$ cat src/rtl/pwm_steer_pkg.sv
package pwm_steer_pkg;
  localparam int ADDR_W = 2;
  localparam int MODE_W = 6;
  localparam logic [ADDR_W-1:0] REG_PERIOD = 2'd0;
  localparam logic [ADDR_W-1:0] REG_DUTY   = 2'd1;
  localparam logic [ADDR_W-1:0] REG_MODE   = 2'd2;
  localparam logic [ADDR_W-1:0] REG_STEER  = 2'd3;

  typedef struct packed {
    logic [1:0] bridge;
    logic [1:0] pwm_hi;
    logic       pol_ac;
    logic       pol_bd;
  } mode_t;

  function automatic logic is_single(input mode_t m);
    return (m.bridge == 2'b00) && (m.pwm_hi == 2'b11);
  endfunction
endpackage

$ cat src/rtl/pwm_steer_regs.sv
module pwm_steer_regs
  import pwm_steer_pkg::*;
#(
  parameter int DATA_W = 8,
  parameter int PINS   = 4
) (
  input  logic              clk,
  input  logic              rst_n,
  input  logic              wr_en,
  input  logic [ADDR_W-1:0] wr_addr,
  input  logic [DATA_W-1:0] wr_data,
  output logic [DATA_W-1:0] period_q,
  output logic [DATA_W-1:0] duty_q,
  output mode_t             mode_q,
  output logic              steer_wr,
  output logic [PINS-1:0]   steer_mask,
  output logic              steer_sync
);
  always_ff @(posedge clk) begin
    if (!rst_n) begin
      period_q <= '0;
      duty_q   <= '0;
      mode_q   <= '0;
    end else if (wr_en) begin
      case (wr_addr)
        REG_PERIOD: period_q <= wr_data;
        REG_DUTY:   duty_q   <= wr_data;
        REG_MODE:   mode_q   <= mode_t'(wr_data[MODE_W-1:0]);
        default:    ;
      endcase
    end
  end

  always_comb begin
    steer_wr   = wr_en && (wr_addr == REG_STEER);
    steer_mask = wr_data[PINS-1:0];
    steer_sync = wr_data[PINS];
  end

  assert_period_load_R9: assert property (@(posedge clk) disable iff (!rst_n)
    (wr_en && wr_addr == REG_PERIOD) |=> (period_q == $past(wr_data)));
  assert_duty_load_R9: assert property (@(posedge clk) disable iff (!rst_n)
    (wr_en && wr_addr == REG_DUTY) |=> (duty_q == $past(wr_data)));
endmodule

$ cat src/rtl/pwm_steer_timebase.sv
module pwm_steer_timebase #(
  parameter int DATA_W = 8
) (
  input  logic              clk,
  input  logic              rst_n,
  input  logic [DATA_W-1:0] period_q,
  input  logic [DATA_W-1:0] duty_q,
  output logic              wrap,
  output logic              pwm_raw
);
  logic [DATA_W-1:0] cnt;

  always_comb begin
    wrap    = (cnt >= period_q);
    pwm_raw = (cnt < duty_q);
  end

  always_ff @(posedge clk) begin
    if (!rst_n)    cnt <= '0;
    else if (wrap) cnt <= '0;
    else           cnt <= cnt + 1'b1;
  end

  assert_wrap_to_zero_R10: assert property (@(posedge clk) disable iff (!rst_n)
    wrap |=> (cnt == '0));
  assert_count_steps_R1: assert property (@(posedge clk) disable iff (!rst_n)
    !wrap |=> (cnt == $past(cnt) + 1'b1));
endmodule

$ cat src/rtl/pwm_steer_shadow.sv
module pwm_steer_shadow #(
  parameter int PINS = 4
) (
  input  logic            clk,
  input  logic            rst_n,
  input  logic            wrap,
  input  logic            steer_wr,
  input  logic [PINS-1:0] steer_mask,
  input  logic            steer_sync,
  output logic [PINS-1:0] active
);
  logic [PINS-1:0] pending;
  logic            pend_v;
  logic            now_wr;
  logic            held_wr;

  always_comb begin
    now_wr  = steer_wr && !steer_sync;
    held_wr = steer_wr && steer_sync;
  end

  always_ff @(posedge clk) begin
    if (!rst_n) begin
      active  <= '0;
      pending <= '0;
      pend_v  <= 1'b0;
    end else begin
      if (now_wr)                active <= steer_mask;
      else if (wrap && pend_v)   active <= pending;

      if (held_wr)               pending <= steer_mask;

      if (held_wr)               pend_v <= 1'b1;
      else if (now_wr || wrap)   pend_v <= 1'b0;
    end
  end

  assert_immediate_load_R4: assert property (@(posedge clk) disable iff (!rst_n)
    now_wr |=> (active == $past(steer_mask)));
  assert_hold_until_wrap_R5: assert property (@(posedge clk) disable iff (!rst_n)
    (!now_wr && !(wrap && pend_v)) |=> $stable(active));
  assert_commit_at_wrap_R5: assert property (@(posedge clk) disable iff (!rst_n)
    (!now_wr && wrap && pend_v) |=> (active == $past(pending)));
  assert_last_write_held_R6: assert property (@(posedge clk) disable iff (!rst_n)
    held_wr |=> (pend_v && pending == $past(steer_mask)));
endmodule

$ cat src/rtl/pwm_steer_pinmux.sv
module pwm_steer_pinmux
  import pwm_steer_pkg::*;
#(
  parameter int PINS = 4
) (
  input  logic            clk,
  input  logic            rst_n,
  input  mode_t           mode_q,
  input  logic            pwm_raw,
  input  logic [PINS-1:0] active,
  input  logic [PINS-1:0] port_data,
  output logic [PINS-1:0] pin_out
);
  logic single;

  always_comb single = is_single(mode_q);

  for (genvar i = 0; i < PINS; i++) begin : g_pin
    logic inv;
    if (i % 2 == 0) begin : g_ac
      always_comb inv = mode_q.pol_ac;
    end else begin : g_bd
      always_comb inv = mode_q.pol_bd;
    end
    always_comb pin_out[i] = (single && active[i]) ? (pwm_raw ^ inv) : port_data[i];
  end

  assert_other_mode_port_R2: assert property (@(posedge clk) disable iff (!rst_n)
    !single |-> (pin_out == port_data));
  assert_empty_mask_port_R8: assert property (@(posedge clk) disable iff (!rst_n)
    (active == '0) |-> (pin_out == port_data));
endmodule

$ cat src/rtl/pwm_steer_unit.sv
module pwm_steer_unit
  import pwm_steer_pkg::*;
#(
  parameter int DATA_W = 8,
  parameter int PINS   = 4
) (
  input  logic              clk,
  input  logic              rst_n,
  input  logic              wr_en,
  input  logic [ADDR_W-1:0] wr_addr,
  input  logic [DATA_W-1:0] wr_data,
  input  logic [PINS-1:0]   port_data,
  output logic [PINS-1:0]   pin_out
);
  logic [DATA_W-1:0] period_q;
  logic [DATA_W-1:0] duty_q;
  mode_t             mode_q;
  logic              steer_wr;
  logic [PINS-1:0]   steer_mask;
  logic              steer_sync;
  logic              wrap;
  logic              pwm_raw;
  logic [PINS-1:0]   active;

  pwm_steer_regs #(.DATA_W(DATA_W), .PINS(PINS)) u_regs (
    .clk(clk), .rst_n(rst_n), .wr_en(wr_en), .wr_addr(wr_addr), .wr_data(wr_data),
    .period_q(period_q), .duty_q(duty_q), .mode_q(mode_q),
    .steer_wr(steer_wr), .steer_mask(steer_mask), .steer_sync(steer_sync));

  pwm_steer_timebase #(.DATA_W(DATA_W)) u_time (
    .clk(clk), .rst_n(rst_n), .period_q(period_q), .duty_q(duty_q),
    .wrap(wrap), .pwm_raw(pwm_raw));

  pwm_steer_shadow #(.PINS(PINS)) u_shadow (
    .clk(clk), .rst_n(rst_n), .wrap(wrap), .steer_wr(steer_wr),
    .steer_mask(steer_mask), .steer_sync(steer_sync), .active(active));

  pwm_steer_pinmux #(.PINS(PINS)) u_mux (
    .clk(clk), .rst_n(rst_n), .mode_q(mode_q), .pwm_raw(pwm_raw),
    .active(active), .port_data(port_data), .pin_out(pin_out));

  assert_reset_port_R7: assert property (@(posedge clk)
    !rst_n |=> (pin_out == port_data));
endmodule

$ cat config.mk
export PLATFORM = sky130hd
export DESIGN_NAME = pwm_steer_unit
export DESIGN_NICKNAME = d
export VERILOG_FILES = /design/src/rtl/pwm_steer_pkg.sv /design/src/rtl/pwm_steer_regs.sv /design/src/rtl/pwm_steer_timebase.sv /design/src/rtl/pwm_steer_shadow.sv /design/src/rtl/pwm_steer_pinmux.sv /design/src/rtl/pwm_steer_unit.sv
export SDC_FILE = /design/constraint.sdc
export NUM_CORES = 1
export LEC_CHECK = 0
export BUFFER_PORTS_ARGS = -buffer_cell sky130_fd_sc_hd__buf_2
export CORE_ASPECT_RATIO = 0.9
export CORE_MARGIN = 5
export CORE_UTILIZATION = 45
export DETAILED_ROUTE_END_ITERATION = 8
export PLACE_DENSITY = 0.74
export SYNTH_ARGS = -nofsm -noshare
export SYNTH_HDL_FRONTEND = slang
export SYNTH_SLANG_ARGS = --single-unit
$ cat constraint.sdc
create_clock -name clk -period 2.3 [get_ports clk]
set_clock_uncertainty 0.1 [all_clocks]
set_input_delay 0 -clock clk [delete_from_list [all_inputs] [get_ports clk]]
set_output_delay 0 -clock clk [all_outputs]
set_load 0.01 [all_outputs]
==> results of run 1 <==
critical path, delay by kind of cell, from the launching register on:
family                   cells  cell delay, ns
AO/OA/AOI/OAI                3            0.51
flip-flops                   1            0.33
adder cells (fa/ha/maj)      1            0.33
multiplexers                 1            0.27
buffers and inverters        2            0.19
XOR/XNOR                     1            0.16
cell type report:
type | instances | share of cell area
Tap cell | 62 | 0.0328
Inverter | 16 | 0.0254
Timing Repair Buffer | 30 | 0.0826
Multi-Input combinational cell | 150 | 0.494
Clock inverter | 1 | 0.00212
Sequential cell | 39 | 0.331
Clock buffer | 7 | 0.0323
cells in the final DEF, fill, tap and decap left out, drive strengths merged, types with 4 or more instances in the layout:
cell type / instances
nor2b: 26
a21oi: 14
nor2: 16
xor2: 5
mux2: 4
buf: 22
inv: 16
o21ai: 6
clkbuf: 7
ha: 16
nand3: 7
dfxtp: 39
mux2i: 23
nand2: 8
dlygate4sd3: 8
cells by family after synthesis:
logic type | Yosys count | share of synthesized area
AOI/OAI and AO/OA | 30 | 0.103
buffers and inverters | 22 | 0.0413
muxes | 27 | 0.138
and+or+nand+nor | 69 | 0.192
DFF | 39 | 0.391
adders and majority gates | 16 | 0.100
xor gates and xnor gates | 8 | 0.0351
cell usage after synthesis (5+ instances only):
cell type | instances | area, um^2
sky130_fd_sc_hd__dfxtp_1 | 39 | 781
sky130_fd_sc_hd__nor2b_1 | 26 | 163
sky130_fd_sc_hd__mux2i_1 | 23 | 230
sky130_fd_sc_hd__ha_1 | 16 | 200
sky130_fd_sc_hd__inv_1 | 16 | 60.1
sky130_fd_sc_hd__nor2_1 | 16 | 60.1
sky130_fd_sc_hd__a21oi_1 | 14 | 70.1
sky130_fd_sc_hd__nand2_1 | 8 | 30.0
sky130_fd_sc_hd__nand3_1 | 7 | 35.0
sky130_fd_sc_hd__clkbuf_1 | 6 | 22.5
sky130_fd_sc_hd__o21ai_0 | 6 | 30.0
sky130_fd_sc_hd__xor2_1 | 5 | 43.8
power by group through the flow:
stage	Combinational (mW)	Sequential (mW)	Clock, mW
6_report	0.183	0.707	0.444
5_1_grt	0.205	0.709	0.481
4_1_cts	0.173	0.707	0.457
3_5_place_dp	0.161	0.723	0
3_3_place_gp	0.158	0.722	0
2_1_floorplan	0.108	0.721	0
path summary, 6_finish.rpt:
check	startpoint	to	slack [ns]	cells after the start
worst max-delay path	u_regs.duty_q[7]	pin_out[3]	0.12	8
worst min-delay path	wr_addr[1]	u_shadow.pend_v	0.04	4
worst max register to register	u_time.cnt[0]	u_time.cnt[3]	0.21	7
worst min register to register	u_shadow.pend_v	u_shadow.pend_v	0.42	2
registers in the layout (all words and copies together) (netlist names):
name              flops
u_regs.duty_q         8
u_regs.mode_q         6
u_regs.period_q       8
u_shadow.active       4
u_shadow.pend_v       1
u_shadow.pending      4
u_time.cnt            8
stage by stage:
stage / area [um^2] / total power [mW]
floorplan: 2000 / 0.829
global placement: 2170 / 0.880
detailed placement: 2170 / 0.883
CTS: 2330 / 1.34
global route: 2360 / 1.40
finish: 2360 / 1.33
what timing repair did:
item,in CTS,in global routing
hold buffers,8,0
gates resized for setup,1,5
setup endpoints to repair,2,4
endpoints found under the hold margin,29,0
layer usage:
metal | share of wire | global-route usage | vias up | wire length, um
li1 | - | - | 777 | -
met1 | 0.49 | 0.185 | 685 | 1910
met2 | 0.46 | 0.253 | 21 | 1800
met3 | 0.036 | 0.0457 | 7 | 143
met4 | 0.020 | 0.0469 | 0 | 78
met5 | 0 | 0 | - | 0
==> summary.md, run 1 <==
For the final routed database, the setup TNS stands at 0 ns. The count of final hold-check violations was 0; the number of nets in the synthesized netlist was 244. The run gives 0.0350 ns as the final-layout worst hold slack.

Setup repair after global routing left no endpoint under its margin. In this run, the number of DRC markers left after iteration 0 of detailed routing was 36. In this design, the stage delay of the slowest critical-path cell is 0.33 ns.

The logs give 0.457 for the effective utilization at floorplan and 0 for the antenna diode count. Counting flops with a built-in enable in the synthesized netlist gives 0. Max-cap violations in this run came to 0.

The clock net in this run drives a total of 39 sinks. STA puts the critical path data required time at 2.20 ns. The run gives 0.137 as the share of total power in combinational logic.

Mean number of vias per cell: 4.89. The floorplan die width was 80.2 um. The overall routing resource usage was 0.151; the footprint of the multi-input gates was 1170 um^2. Number of setup violations in the final report: 0. Category of the critical setup timing path: flop to output pin. In the synthesized netlist the dominant register cell turns out to be sky130_fd_sc_hd__dfxtp_1. The layout cell share with drive strength beyond 1 was 0.165. Registers take 782 um^2.

The detailed-router iteration count before antenna repair came out at 4. TritonCTS built the clock tree. The total placed cells including tap cells came out at 289. Yosys printed 0 warnings. The fraction of synthesis flops using an asynchronous set or reset pin was 0; the final critical-path required period was 2.18 ns.

In the final routed layout, each cell accounts on average for 12.9 um. The average cell area after synthesis is 9.47 um^2, and the number of antenna violations at the first check in global routing is 0. The count of filler cells inserted in the layout is 408. The part of the power in registers was 0.530. The final core utilization was 0.540; the final layout net count was 275.

The area of the placeable core came out at 4370 um^2. The clock latency on the worst-skew pair is 0.29 ns, and the wire length reported by the detailed router is 3930 um. The sequential fraction of the synthesis area is 0.391, and the unique cell type count in the Yosys netlist is 31. After legalization and detailed placement, the total HPWL measured 2810 um. For the pin with the worst max-slew slack, the measured transition is 0.609 ns. The logs give 2 for the maximum root-to-sink buffer count and 211 for the synthesized instance count. The routed layout has 1,490 vias. In this run the remaining antenna-violating nets after routing total 0. Summed over all cells, the static leakage comes to 1.04 nW. Final-report max-slew violation count: 0. The min-delay analysis places its worst path in the category primary input to flop. Cell internal power was estimated by the tool at 1.00 mW.

Entering global routing, the biggest net connects 34 pins. The analysis attributes to net switching a power of 0.334 mW. The portion of the clock cycle consumed by the worst path in the final layout is 0.946.

Clock power share: 0.333. The cell sitting at the root of the clock tree is a sky130_fd_sc_hd__clkbuf_8. Global routing finished with a remaining overflow of 0.

After clock tree synthesis, the clock-pin slew on the worst setup and hold paths is 0.07 ns. The boundary pin count was 21. The congestion estimate from routability-driven global placement came to 0.787.

The worst setup path is launched from a flop. The max-slew headroom at the worst pin came out at 0.588. Derived from the worst setup path, the maximum achievable clock frequency is 460 MHz. Relative to the synthesized area, the layout overhead comes to 18.2%. The run finished with clean final reports. Clock tree synthesis inserted a total of 5 buffers.

The first global-routing pass estimated 6830 um of wire. Dividing total power by cell area gives a power density of 564 nW/um^2. The run gives 1,534 as the number of global-route vias before repair.

The height of the die is 73.2 um, and the maximum fanout along the worst path is 3. The maximum ir drop on the vdd rail was 429 uV. STA classifies the critical path endpoint as an output pin. Leaving out filler cells and counting taps, the final layout contains 305. The post-route worst setup slack came out at 0.124 ns.

The signal on the critical path passes through inv_1 > ha_1 > a41o_1 > a21oi_2 > o31ai_4 > xnor2_1 > mux2_2 > buf_2. Port buffering added 20 buffers. The worst endpoint data arrival time was 2.08 ns; the cell row count was 23.

Synthesis inferred 39 register bits. The switching share of power works out to 0.250. At the placement stage, the worst setup path has a slack of 0.232 ns. CTS built an H-tree with a depth of 2. The final routed DRC violation total came out at 0. The run gives 0 as the buffer count from post-CTS setup fixing.

Cell type of the slowest stage on the worst timing path: sky130_fd_sc_hd__dfxtp_1. In this run the cell area of the synthesized design comes to 2000 um^2. The overall die area is 5870 um^2.
Power figures use the tool's default switching activity.
==> inputs of run 2 (changes only) <==
--- a/config.mk
+++ b/config.mk
@@ -5,6 +5,7 @@
 export SDC_FILE = /design/constraint.sdc
 export NUM_CORES = 1
 export LEC_CHECK = 0
+export ABC_CLOCK_PERIOD_IN_PS = 2300
 export BUFFER_PORTS_ARGS = -buffer_cell sky130_fd_sc_hd__buf_2
 export CORE_ASPECT_RATIO = 0.9
 export CORE_MARGIN = 5
@@ -13,4 +14,5 @@
 export PLACE_DENSITY = 0.74
 export SYNTH_ARGS = -nofsm -noshare
 export SYNTH_HDL_FRONTEND = slang
+export SYNTH_HIERARCHICAL = 1
 export SYNTH_SLANG_ARGS = --single-unit
==> run 2 against run 1 <==
Compared with the run above:
- count of clock-buffer cells in the layout fell by 1
- design area increased by 6.5%
- flip-flop and latch count unchanged
- clock power up 52%
- synthesized area increased by 5.1%
- worst setup slack worse by 0.098 ns
- via count increased by 7.0%
- cell count increased by 3.6%
- die area increased by 4.4%
- worst hold slack improved by 0.079 ns
- largest cell class unchanged
- largest power group unchanged
- highest routed layer unchanged
==> summary.md, run 2 <==
The flow ran to the end, and the final reports show no timing, DRC or antenna violations. At the later pin of the worst-skew pair, clock insertion delay measures 0.30 ns. The finished layout holds 316 standard cells, fillers aside. The worst setup path is launched from a flop. The antenna diode count was 0. The count of final hold-check violations is 0, and the layout overhead on the synthesized area is 19.8%. By area, the combinational part of the netlist is dominated by simple AND/OR/NAND/NOR gates. The area fraction in and, or, nand and nor cells after synthesis came out at 0.188. The overall die area was 6130 um^2. The tools report the netlist area before placement as 2100 um^2. Counting flops with a built-in enable in the synthesized netlist gives 0. Counting distinct cell types in the post-synthesis netlist gives 38. For the number of antenna violations at the first check in global routing, the log shows 0. The tools report the final-report max-slew violation count as 0. The cell count after synthesis came out at 227. The total CTS buffers came out at 5.

The proportion of netlist area held by the largest area contributor works out to 0.372. The post-synthesis share of cell area spent on full adders, half adders and majority gates came out at 0.0954. The maximum ir drop on the vdd rail is 361 uV, and the fraction of synthesis flops using an asynchronous set or reset pin is 0. The run gives 440 MHz as the highest clock rate. The logs give 1,565 for the number of global-route vias before repair and 2.20 ns for the data required time of the worst path. The overflow left after global routing came out at 0. Routability-driven placement finished with a final weighted congestion of 0.797.

The run gives 1,594 as the total via count after detailed routing. The top cell types in the final layout, fill and taps aside, are sky130_fd_sc_hd__nand2_1, sky130_fd_sc_hd__dfxtp_1, sky130_fd_sc_hd__mux2i_1, sky130_fd_sc_hd__buf_2, sky130_fd_sc_hd__inv_1. The tool flagged a number of max-cap violations equal to 0.

The die is 82 um wide. By count the netlist is led by sky130_fd_sc_hd__dfxtp_1, sky130_fd_sc_hd__nand2_1, sky130_fd_sc_hd__mux2i_1. The boundary pin count was 21; the total placed cells including tap cells was 298. Final critical-path required period: 2.27 ns. The number of nets in the synthesized netlist is 260. Dividing the detail-routed via count by the number of cells gives 5.04. In the synthesized netlist the dominant register cell turns out to be sky130_fd_sc_hd__dfxtp_1. The remaining antenna violation count was 0. The tools report the final layout net count as 286.

The power per unit of standard cell area was 629 nW/um^2. The top cell family by delay on the critical path was compound AO/OA/AOI/OAI gates. Along the worst path, the maximum fanout reaches 2. The number of warnings reported in the yosys synthesis log was 6.

The path class of the lowest-slack min-delay path is primary input to flop. The endpoint kind of the worst setup timing path was an output pin. In this run the vertical extent of the chip is 74.8 um. The synthesized-area fraction occupied by ao, oa, aoi and oai cells is 0.114, and the max-slew headroom at the worst pin is 0.625.

The portion of the clock cycle consumed by the worst path in the final layout is 0.989. The run gives 2.17 ns as the worst endpoint data arrival time. TritonCTS built the clock tree.

The first detailed-routing pass took 4 iterations. The tools report the root buffer cell as sky130_fd_sc_hd__clkbuf_8. Largest net degree at the start of global routing: 34.

Leaving out fill and tap cells, the most frequent cell in the layout is sky130_fd_sc_hd__nand2_1. Together, buffers and inverters on the worst path number 3. The overall routing resource usage is 0.158, and the number of I/O port buffers is 20. The setup path with the least slack is of type flop to output pin. The final routed DRC violation total is 0, and the mux contribution to synthesized area is 0.126. After synthesis, the mean cell area works out to 9.25 um^2.

The signal on the critical path passes through inv_2 > ha_4 > a21o_1 > a31oi_1 > o21ai_1 > a221oi_2 > buf_4 > xor2_2 > mux2_4 > buf_6. For the final core utilization, the log shows 0.560. The layout cell share with drive strength beyond 1 was 0.217.

The wire length reported by the detailed router is 4260 um, and the initial detailed-routing violation count is 100. Of all cell types, the one taking the most synthesized area is sky130_fd_sc_hd__dfxtp_1. After detailed routing, the average wire length per cell comes to 13.5 um. Setup violations remaining at the end of the flow were counted as 0.

After legalization and detailed placement, the total HPWL measured 2970 um. In this design, the stage delay of the slowest critical-path cell is 0.34 ns. Sorting the synthesized cells by area gives the leading types as sky130_fd_sc_hd__dfxtp_1, sky130_fd_sc_hd__mux2i_1, sky130_fd_sc_hd__ha_1. The tree built by TritonCTS fans out to 39 sinks. For the sequential fraction of the synthesis area, the log shows 0.372. In this run the static leakage power is 1.15 nW. The initialized floorplan defines 23 standard-cell rows.

Counting flops and latches in the post-synthesis netlist gives 39. By instance count, the leading cell after synthesis is sky130_fd_sc_hd__dfxtp_1. For this design, the slowest cell found on the critical path is sky130_fd_sc_hd__dfxtp_2. Clock-pin slew was measured on the worst setup and hold paths at 0.08 ns. The H-tree generated during clock tree synthesis spans 2 levels. The clock passes through at most 2 buffers. In the final layout, the registers with the most flip-flops are u_regs/duty_q: 8 flops, u_regs/period_q: 8 flops, u_time/cnt: 8 flops. Effective utilization at floorplan: 0.468.

The run gives 4490 um^2 as the area of the placeable core. At the pin with the least slew margin, the transition time is 0.563 ns. Setup repair after global routing could not meet its margin everywhere.

The first-pass GRT wire length was 7320 um; the parity-gate share of the synthesized area counting xor and xnor cells was 0.0334.
## run 2: path summary, 6_finish.rpt
| check | from | end | slack, ns | cells after the start |
|---|---|---|---|---|
| worst max-delay path | u_regs/duty_q[2] | pin_out[0] | 0.03 | 10 |
| worst min-delay path | rst_n | u_shadow/active[3] | 0.11 | 2 |
| worst max register to register | u_time/cnt[2] | u_shadow/active[0] | 0.26 | 7 |
| worst min register to register | u_regs/mode_q[2] | u_regs/mode_q[2] | 0.36 | 2 |
## run 2: layer usage
| layer | routed length [um] | GRT usage |
|---|---|---|
| met1 | 2120 | 0.209 |
| met2 | 1820 | 0.241 |
| met3 | 209 | 0.0347 |
| met4 | 116 | 0.0867 |
| met5 | 0 | 0 |
## run 2: final cells by class
cell class	instances	area [um^2]
timing repair buffer	32	235
clock inverter	2	60.1
multi-input combinational	158	1220
tap	62	77.6
clock buffer	6	72.6
sequential	39	788
inverter	17	63.8
fill	402	1970
## run 2: cells by family after synthesis
logic type	Yosys count
compound gates	30
xor+xnor	8
fa+ha+maj	16
buf+inv	30
flops	39
mux	26
simple gates	78
## run 2: repair_timing
action,CTS,global route
buffers inserted,1,1
endpoints found under the hold margin,24,0
hold buffers,8,0
pin swaps,5,2
endpoints found under the setup margin,4,4
gates resized for setup,15,4
## run 2: per-stage QoR
stage	instance area, um^2	hold WS [ns]	power (mW)	worst slack (ns)	setup TNS [ns]
3_3_place_gp	2210	0.183	0.889	0.185	0
6_report	2510	0.114	1.58	0.0256	0
3_5_place_dp	2210	0.191	0.892	0.134	0
4_1_cts	2490	0.121	1.59	-0.0120	-0.0239
5_1_grt	2510	0.145	1.66	-0.0622	-0.216
2_1_floorplan	2100	0.0522	0.843	0.376	0
## run 2: report_power, final
part | switching, mW | internal (mW) | leakage (nW)
Sequential | 0.0165 | 0.695 | 0.319
Clock | 0.243 | 0.434 | 0.0654
Combinational | 0.101 | 0.0925 | 0.766
Total | 0.360 | 1.22 | 1.15
